$ cat config.mk
export PLATFORM = sky130hd
export DESIGN_NAME = bjmp_unit
export DESIGN_NICKNAME = d
export VERILOG_FILES = /design/src/rtl/bjmp_pkg.sv /design/src/rtl/bjmp_bit_test.sv /design/src/rtl/bjmp_idx_sel.sv /design/src/rtl/bjmp_target_calc.sv /design/src/rtl/bjmp_unit.sv
export SDC_FILE = /design/constraint.sdc
export NUM_CORES = 1
export LEC_CHECK = 0
export BUFFER_PORTS_ARGS = -buffer_cell sky130_fd_sc_hd__buf_2
export CORE_MARGIN = 8
export CORE_UTILIZATION = 48
export DETAILED_ROUTE_END_ITERATION = 10
export PLACE_DENSITY = 0.87
export SYNTH_ARGS = -nofsm -noshare
export SYNTH_HDL_FRONTEND = slang
export SYNTH_SLANG_ARGS = --single-unit
$ cat constraint.sdc
create_clock -name clk_i -period 1.3 [get_ports clk_i]
set_input_delay 0.13 -clock clk_i [delete_from_list [all_inputs] [get_ports clk_i]]
set_output_delay 0.13 -clock clk_i [all_outputs]
set_load 0.005 [all_outputs]
$ cat src/rtl/bjmp_pkg.sv
package bjmp_pkg;
  typedef enum logic [1:0] {
    FORM_NONE = 2'b00,
    FORM_COND = 2'b01,
    FORM_ABS  = 2'b10,
    FORM_IDX  = 2'b11
  } jump_form_e;

  // instruction lengths in words
  localparam int unsigned SEQ_LEN = 1;
  localparam int unsigned ABS_LEN = 2;
  localparam int unsigned IDX_LEN = 1;
endpackage

$ cat src/rtl/bjmp_bit_test.sv
module bjmp_bit_test #(
  parameter int unsigned DATA_W = 8,
  localparam int unsigned POS_W = (DATA_W > 1) ? $clog2(DATA_W) : 1
) (
  input  logic [DATA_W-1:0] val_i,
  input  logic [POS_W-1:0]  pos_i,
  input  logic              pol_i,
  output logic              match_o
);
  logic [DATA_W-1:0] hit;
  logic              bit_sel;

  for (genvar g = 0; g < DATA_W; g++) begin : g_hit
    assign hit[g] = (pos_i == POS_W'(g)) & val_i[g];
  end

  assign bit_sel = |hit;
  assign match_o = (bit_sel == pol_i);
endmodule

$ cat src/rtl/bjmp_idx_sel.sv
module bjmp_idx_sel #(
  parameter int unsigned ADDR_W  = 16,
  parameter int unsigned NUM_IDX = 4,
  localparam int unsigned SEL_W  = (NUM_IDX > 1) ? $clog2(NUM_IDX) : 1
) (
  input  logic [NUM_IDX*ADDR_W-1:0] regs_i,
  input  logic [SEL_W-1:0]          sel_i,
  output logic [ADDR_W-1:0]         tgt_o
);
  logic [ADDR_W-1:0] masked [NUM_IDX];

  for (genvar g = 0; g < NUM_IDX; g++) begin : g_mask
    assign masked[g] = (sel_i == SEL_W'(g)) ? regs_i[g*ADDR_W +: ADDR_W] : '0;
  end

  always_comb begin
    tgt_o = '0;
    for (int i = 0; i < NUM_IDX; i++) tgt_o |= masked[i];
  end
endmodule

$ cat src/rtl/bjmp_target_calc.sv
module bjmp_target_calc
  import bjmp_pkg::*;
#(
  parameter int unsigned ADDR_W = 16
) (
  input  jump_form_e        form_i,
  input  logic              match_i,
  input  logic [ADDR_W-1:0] abs_tgt_i,
  input  logic [ADDR_W-1:0] idx_tgt_i,
  input  logic [ADDR_W-1:0] cur_pc_i,
  output logic [ADDR_W-1:0] nxt_o,
  output logic              take_o
);
  logic [ADDR_W-1:0] pc_seq, pc_abs_skip;

  assign pc_seq      = cur_pc_i + ADDR_W'(SEQ_LEN);
  assign pc_abs_skip = cur_pc_i + ADDR_W'(ABS_LEN);

  always_comb begin
    nxt_o  = pc_seq;
    take_o = 1'b0;
    unique case (form_i)
      FORM_COND: begin
        take_o = match_i;
        nxt_o  = match_i ? abs_tgt_i : pc_abs_skip;
      end
      FORM_ABS: begin
        take_o = 1'b1;
        nxt_o  = abs_tgt_i;
      end
      FORM_IDX: begin
        take_o = 1'b1;
        nxt_o  = idx_tgt_i;
      end
      default: begin
        take_o = 1'b0;
        nxt_o  = pc_seq;
      end
    endcase
  end
endmodule

$ cat src/rtl/bjmp_unit.sv
module bjmp_unit
  import bjmp_pkg::*;
#(
  parameter int unsigned ADDR_W  = 16,
  parameter int unsigned DATA_W  = 8,
  parameter int unsigned NUM_IDX = 4,
  localparam int unsigned POS_W  = (DATA_W > 1) ? $clog2(DATA_W) : 1,
  localparam int unsigned SEL_W  = (NUM_IDX > 1) ? $clog2(NUM_IDX) : 1
) (
  input  logic                      clk_i,
  input  logic                      rst_ni,
  input  logic                      exec_en_i,
  input  logic [1:0]                form_i,
  input  logic [DATA_W-1:0]         reg_val_i,
  input  logic [POS_W-1:0]          bit_pos_i,
  input  logic                      polarity_i,
  input  logic [ADDR_W-1:0]         abs_tgt_i,
  input  logic [NUM_IDX*ADDR_W-1:0] idx_regs_i,
  input  logic [SEL_W-1:0]          idx_sel_i,
  input  logic [ADDR_W-1:0]         cur_pc_i,
  output logic [ADDR_W-1:0]         next_pc_o,
  output logic                      taken_o
);
  jump_form_e        form;
  logic              match;
  logic [ADDR_W-1:0] idx_tgt, nxt;
  logic              take;

  assign form = jump_form_e'(form_i);

  bjmp_bit_test #(.DATA_W(DATA_W)) u_bit_test (
    .val_i   (reg_val_i),
    .pos_i   (bit_pos_i),
    .pol_i   (polarity_i),
    .match_o (match)
  );

  bjmp_idx_sel #(.ADDR_W(ADDR_W), .NUM_IDX(NUM_IDX)) u_idx_sel (
    .regs_i (idx_regs_i),
    .sel_i  (idx_sel_i),
    .tgt_o  (idx_tgt)
  );

  bjmp_target_calc #(.ADDR_W(ADDR_W)) u_calc (
    .form_i    (form),
    .match_i   (match),
    .abs_tgt_i (abs_tgt_i),
    .idx_tgt_i (idx_tgt),
    .cur_pc_i  (cur_pc_i),
    .nxt_o     (nxt),
    .take_o    (take)
  );

  always_ff @(posedge clk_i or negedge rst_ni) begin
    if (!rst_ni) begin
      next_pc_o <= '0;
      taken_o   <= 1'b0;
    end else if (exec_en_i) begin
      next_pc_o <= nxt;
      taken_o   <= take;
    end
  end


  always @(posedge clk_i) begin
    if (!rst_ni) reset_val_chk: assert (next_pc_o == '0 && !taken_o);
  end


  hold_chk: assert property (@(posedge clk_i) disable iff (!rst_ni)
    !exec_en_i |=> $stable(next_pc_o) && $stable(taken_o));


  abs_jump_chk: assert property (@(posedge clk_i) disable iff (!rst_ni)
    exec_en_i && form_i == 2'b10 |=> next_pc_o == $past(abs_tgt_i) && taken_o);


  seq_step_chk: assert property (@(posedge clk_i) disable iff (!rst_ni)
    exec_en_i && form_i == 2'b00 |=>
      next_pc_o == ADDR_W'($past(cur_pc_i) + ADDR_W'(1)) && !taken_o);


  cond_fall_chk: assert property (@(posedge clk_i) disable iff (!rst_ni)
    exec_en_i && form_i == 2'b01 && (reg_val_i[bit_pos_i] != polarity_i) |=>
      next_pc_o == ADDR_W'($past(cur_pc_i) + ADDR_W'(2)) && !taken_o);


  cond_take_chk: assert property (@(posedge clk_i) disable iff (!rst_ni)
    exec_en_i && form_i == 2'b01 && (reg_val_i[bit_pos_i] == polarity_i) |=>
      next_pc_o == $past(abs_tgt_i) && taken_o);


  idx_taken_chk: assert property (@(posedge clk_i) disable iff (!rst_ni)
    exec_en_i && form_i == 2'b11 |=> taken_o);
endmodule

==> impl_metrics.csv, run 1 <==
group,metric,value,unit
global_routing,grtUsageTotal,0.274,
synthesis,mappedNetlistArea,0.00225,sq mm
global_routing,antenna_found_initial,0,
synthesis,avgSynthCellArea,8.73,sq um
synthesis,async_reset_ff_frac,1.00,
global_routing,grt_pass1_vias,3332,
final_layout,finalCoreUtilization,0.799,
clock_network,cts-root-buf,"clkbuf_8",
detailed_routing,wl_per_cell,21.9,um
sta,finalCritPeriodShare,1.18,
synthesis,synth_edf_count,0,
final_layout,final_common_cell,"buf_2",
die,rows,25,
final_layout,drive_gt1_frac,0.598,
status,violations,"setup timing",
setup_path,crit_chain,"buf_8 -> mux2_4 -> a2bb2o_4 -> o21a_4 -> nor2_4 -> buf_6 -> nor3_2 -> o32a_1",
setup_path,cp.required,1.45,ns
die,coreArea,0.00463,sq mm
final_layout,fin_cells,492,
sta,setup_violations,17,
setup_path,cpLargestDelayFamily,"compound AO/OA/AOI/OAI gates",
power_and_ir_drop,p_total,2.35,mW
final_layout,mostFrequentLayoutCells,"buf_2 (129), buf_4 (61), nor2_1 (22)",
synthesis,ys_seq_area_frac,0.189,
synthesis,yosys_warnings,0,
die,design.portCount,132,
sta,fin_ws,-0.235,ns
power_and_ir_drop,max-vdd-ir-drop,0.379,mV
clock_network,clock_latency,0.26,ns
setup_path,worstPathMaxFanout,5,
global_routing,grt_pass1_wl,15900,um
detailed_routing,drtAntennaViolNets,0,
sta,holdWs,0.183,ns
synthesis,synth_seq_cells,17,
global_routing,grt_util_met2,0.485,
sta,fin_crit,1.53,ns
global_routing,use_met1,0.293,
sta,relSlewSlack,0.701,
final_layout,nNetsFinal,556,
synthesis,synthFlopType,"dfrtp_1",
synthesis,ys_types,49,
sta,max_freq,652,MHz
placement,placed_area,0.00344,sq mm
setup_path,path_buf_inv,2,
clock_network,clk_path_buf_depth,2,
clock_network,numClockSinks,17,
synthesis,synthTopCellsByArea,"dfrtp_1 (19%), mux4_2 (16%), xnor2_1 (7.0%), mux2_2 (5.0%), mux2i_1 (4.0%)",
detailed_routing,finalWirelength,10800,um
sta,finalHoldViolCount,0,
detailed_routing,num_vias,3080,
clock_network,cts_max_level,1,
die,die_w,84.5,um
die,dieArea,0.00714,sq mm
setup_path,cpPeakStageDelay,0.32,ns
sta,slew_viol_final,0,
clock_network,numCtsBuffers,3,
sta,skew,0,ns
setup_path,critPathSlowestCell,"o32a_1",
sta,worst_pin_slew,0.448,ns
power_and_ir_drop,power.leakage,1.70,nW
clock_network,clkTransAtPathRegs,0.08,ns
placement,globalplace.congestion,0.886,
detailed_routing,drtIter0Drc,224,
die,start_util,0.487,
synthesis,yosys.area.top_type_share,0.189,
final_layout,antennaDiodeCount,0,
global_routing,use_met3,0.0722,
sta,rsz0062_at_grt,"yes",
setup_path,critPathKind,"in2reg",
power_and_ir_drop,p_per_area,635,mW/mm^2
placement,place_inst,479,
run,maxCapViolations,0,
setup_path,crit_path_start_kind,"input port",
detailed_routing,route.detailed.drc,0,
detailed_routing,dr.pass1.iters,5,
synthesis,syn_nets,375,
synthesis,synth_cells,258,
clock_network,cts_tree,"yes",
final_layout,final_cell_area,0.00370,sq mm
status,status,"finished with violations",
die,die_height,84.5,um
synthesis,yosys.area.top_type,"dfrtp_1",
global_routing,grt-ovfl-total,0,
setup_path,worstPathArrival,1.68,ns
final_layout,area_growth,64.1,%
detailed_routing,avgViaCountPerCell,6.26,
global_routing,grt_max_degree,23,
placement,dp_slack,-0.601,ns
global_routing,busiest_layer,"met2",
placement,dp_hpwl,7830,um
sta,fin_tns_setup,-2.81,ns
min_path,worstHoldPathType,"in2reg",
setup_path,worstSetupEndpointType,"register",
placement,portBuffers,131,
worst min-delay path, delay by kind of cell:
family                 cells  cell delay (ns)
AOI/OAI and AO/OA          1             0.08
and+or+nand+nor            1             0.06
buffers and inverters      1             0.11
repair_timing:
action / 4_1_cts / 5_1_grt
buffers inserted: 7 / 1
pin swaps: 18 / 3
setup endpoints to repair: 17 / 17
hold buffers: 1 / 0
resized for setup: 28 / 9
endpoints found under the hold margin: 17 / 0
logic make-up after synthesis:
family | after synthesis | synth area share
compound gates | 59 | 0.194
xor+xnor | 25 | 0.0972
simple gates | 90 | 0.200
buf+inv | 29 | 0.0516
fa+ha+maj | 2 | 0.0111
mux | 36 | 0.257
flops | 17 | 0.189
layout make-up:
type                            count  area (sq um)
Tap cell                           54          67.6
Inverter                            6          22.5
Sequential cell                    17           425
Fill cell                         290           931
Multi-Input combinational cell    212          1900
Clock buffer                        4          45.0
Timing Repair Buffer              199          1240
power breakdown:
part,internal (mW),switching [mW]
Combinational,0.685,0.589
Sequential,0.601,0.0409
Clock,0.218,0.214
final timing paths:
check,slack (ns),cells past startpoint,endpoint,start
max,-0.23,8,next_pc_o[9],bit_pos_i[0]
min,0.18,3,next_pc_o[12],abs_tgt_i[12]
max reg2reg,0.44,3,next_pc_o[14],next_pc_o[14]
min reg2reg,0.49,1,next_pc_o[1],next_pc_o[1]
max in group asynchronous,0.64,2,next_pc_o[3],rst_ni
min in group asynchronous,0.34,2,next_pc_o[6],rst_ni
synth_stat cells, types with 7 or more instances:
master	count
xor2_1	7
dfrtp_1	17
nor3_1	13
mux2i_1	9
clkbuf_1	15
mux2_2	10
o21ai_0	9
mux4_2	16
xnor2_1	18
nand3_1	16
nor2_1	22
a21oi_1	13
nand2_1	12
layer usage:
layer / wire, um / vias to the layer above / part of all wire
met5: 0 / - / 0
met4: 526 / 0 / 0.049
met3: 1180 / 63 / 0.11
met2: 5380 / 238 / 0.50
met1: 3720 / 1429 / 0.34
li1: - / 1350 / -
flip-flops by register name, indices dropped and copies added, names as in the netlist:
signal	flops
next_pc_o	16
taken_o	1
Note: power is estimated with default switching activity, not from simulation.
==> inputs of run 2 (changes only) <==
Settings changed: RECOVER_POWER set to 50.
==> impl_metrics.csv, run 2 (synthesis gave the netlist of run 1 again) <==
group,metric,value,unit
min_path,min_path_cells,3,
final_layout,antennaDiodeCount,0,
detailed_routing,wl_per_cell,22.0,um
detailed_routing,drtIter0Drc,224,
sta,rsz0062_at_grt,"yes",
setup_path,path_buf_inv,1,
placement,globalplace.congestion,0.886,
run,maxCapViolations,0,
sta,finalCritPeriodShare,1.17,
die,start_util,0.487,
power_and_ir_drop,power.leakage,1.70,nW
die,die_w,84.5,um
power_and_ir_drop,max-vdd-ir-drop,0.379,mV
setup_path,cpLargestDelayFamily,"simple AND/OR/NAND/NOR gates",
setup_path,reg2regPathDepth,3,
clock_network,cts_tree,"yes",
detailed_routing,finalWirelength,10800,um
clock_network,clk_path_buf_depth,2,
final_layout,regMostFlops,"next_pc_o",
global_routing,antenna_found_initial,0,
final_layout,final_common_cell,"buf_2",
die,dieArea,0.00714,sq mm
detailed_routing,dr.pass1.iters,5,
detailed_routing,avgViaCountPerCell,6.30,
sta,slew_viol_final,0,
placement,portBuffers,131,
setup_path,r2r_start,"next_pc_o[14]",
clock_network,numClockSinks,17,
setup_path,worstPathArrival,1.68,ns
die,rows,25,
final_layout,fin_cells,492,
setup_path,timing.rr.end,"next_pc_o[14]",
setup_path,cp.required,1.45,ns
die,die_height,84.5,um
status,status,"finished with violations",
setup_path,worstSetupEndpointType,"register",
placement,dp_hpwl,7830,um
global_routing,grt-ovfl-total,0,
global_routing,grt_pass1_wl,15900,um
final_layout,top_regs,"next_pc_o (16), taken_o (1)",
global_routing,grt_pass1_vias,3332,
clock_network,numCtsBuffers,3,
power_and_ir_drop,p_total,2.35,mW
global_routing,grt_max_degree,23,
die,design.portCount,132,
clock_network,cts_max_level,1,
sta,max_freq,655,MHz
final_layout,area_growth,64.1,%
setup_path,worstPathMaxFanout,5,
sta,relSlewSlack,0.669,
min_path,min-delay-start,"abs_tgt_i[12]",
clock_network,clock_latency,0.26,ns
setup_path,crit_chain,"buf_8 -> mux2_4 -> o22ai_4 -> or3_4 -> nand2_4 -> or3_1 -> a32o_1",
final_layout,largest_reg_flops,16,
setup_path,r2r_slack,0.44,ns
status,violations,"setup timing",
sta,fin_crit,1.53,ns
placement,place_inst,479,
min_path,min_to,"next_pc_o[12]",
global_routing,grtUsageTotal,0.274,
detailed_routing,num_vias,3099,
clock_network,clkTransAtPathRegs,0.08,ns
detailed_routing,route.detailed.drc,0,
clock_network,cts-root-buf,"clkbuf_8",
final_layout,nNetsFinal,556,
sta,worst_pin_slew,0.496,ns
min_path,worstHoldPathType,"in2reg",
final_layout,drive_gt1_frac,0.598,
die,coreArea,0.00463,sq mm
final_layout,mostFrequentLayoutCells,"buf_2 (128), buf_4 (61), nor2_1 (22)",
setup_path,critPathSlowestCell,"or3_1",
power_and_ir_drop,p_per_area,636,mW/mm^2
sta,finalHoldViolCount,0,
sta,setup_violations,17,
detailed_routing,drtAntennaViolNets,0,
sta,fin_ws,-0.227,ns
sta,skew,0,ns
setup_path,cpPeakStageDelay,0.38,ns
setup_path,critPathKind,"in2reg",
final_layout,finalCoreUtilization,0.799,
setup_path,crit_path_start_kind,"input port",
run 2: cell types whose count changed in the layout (fill, tap and decap cells not counted), sizes merged:
cell,previous run,this run
buf,198,197
clkbuf,4,5
run 2: cell type report:
type                       instances  area [sq um]
multi-input combinational        212          1900
tap                               54          67.6
sequential                        17           425
clock buffer                       4          45.0
fill                             290           931
timing repair buffer             199          1240
inverter                           6          22.5
run 2: what timing repair did:
item                                    in CTS  in global routing
setup buffers                                7                  1
hold buffers                                 1                  0
resized for setup                           28                  9
pin swaps                                   18                  3
endpoints found under the setup margin      17                 17
hold endpoints to repair                    17                  0
run 2: worst reg2reg max path, stage by stage, from the launching register on:
cell and delay, ns:
dfrtp_1 0.39, nor2b_1 0.13, a31oi_1 0.15, o21ai_1 0.08
run 2: worst max path at each step:
stage	start	to	slack [ns]	depth (start not counted)
final	bit_pos_i[0]	next_pc_o[10]	-0.23	7
after floorplan	idx_sel_i[0]	next_pc_o[9]	-0.37	5
after global placement	idx_sel_i[0]	next_pc_o[11]	-0.54	6
after global routing	bit_pos_i[0]	next_pc_o[10]	-0.27	7
after CTS	bit_pos_i[0]	next_pc_o[9]	-0.20	8
after detailed placement	bit_pos_i[0]	next_pc_o[8]	-0.60	8
run 2: per-layer routing:
metal,track usage,vias to the layer above,share of wire
li1,-,1350,-
met1,0.293,1428,0.34
met2,0.485,249,0.50
met3,0.0722,72,0.11
met4,0.136,0,0.051
met5,0,-,0
run 2: stage by stage:
stage,setup TNS (ns),hold slack [ns],worst slack (ns),area [sq um]
after floorplan,-4.01,-0.166,-0.367,2380
after global placement,-7.71,0.0912,-0.543,3440
after detailed placement,-8.59,0.101,-0.601,3440
after CTS,-2.32,0.174,-0.197,3650
after global routing,-3.55,0.214,-0.274,3700
final,-2.72,0.185,-0.227,3700
run 2: power by group:
group / switching [mW] / internal (mW) / total [mW]
logic: 0.589 / 0.685 / 1.27
clock network: 0.217 / 0.218 / 0.435
registers: 0.0409 / 0.601 / 0.642
total: 0.847 / 1.50 / 2.35
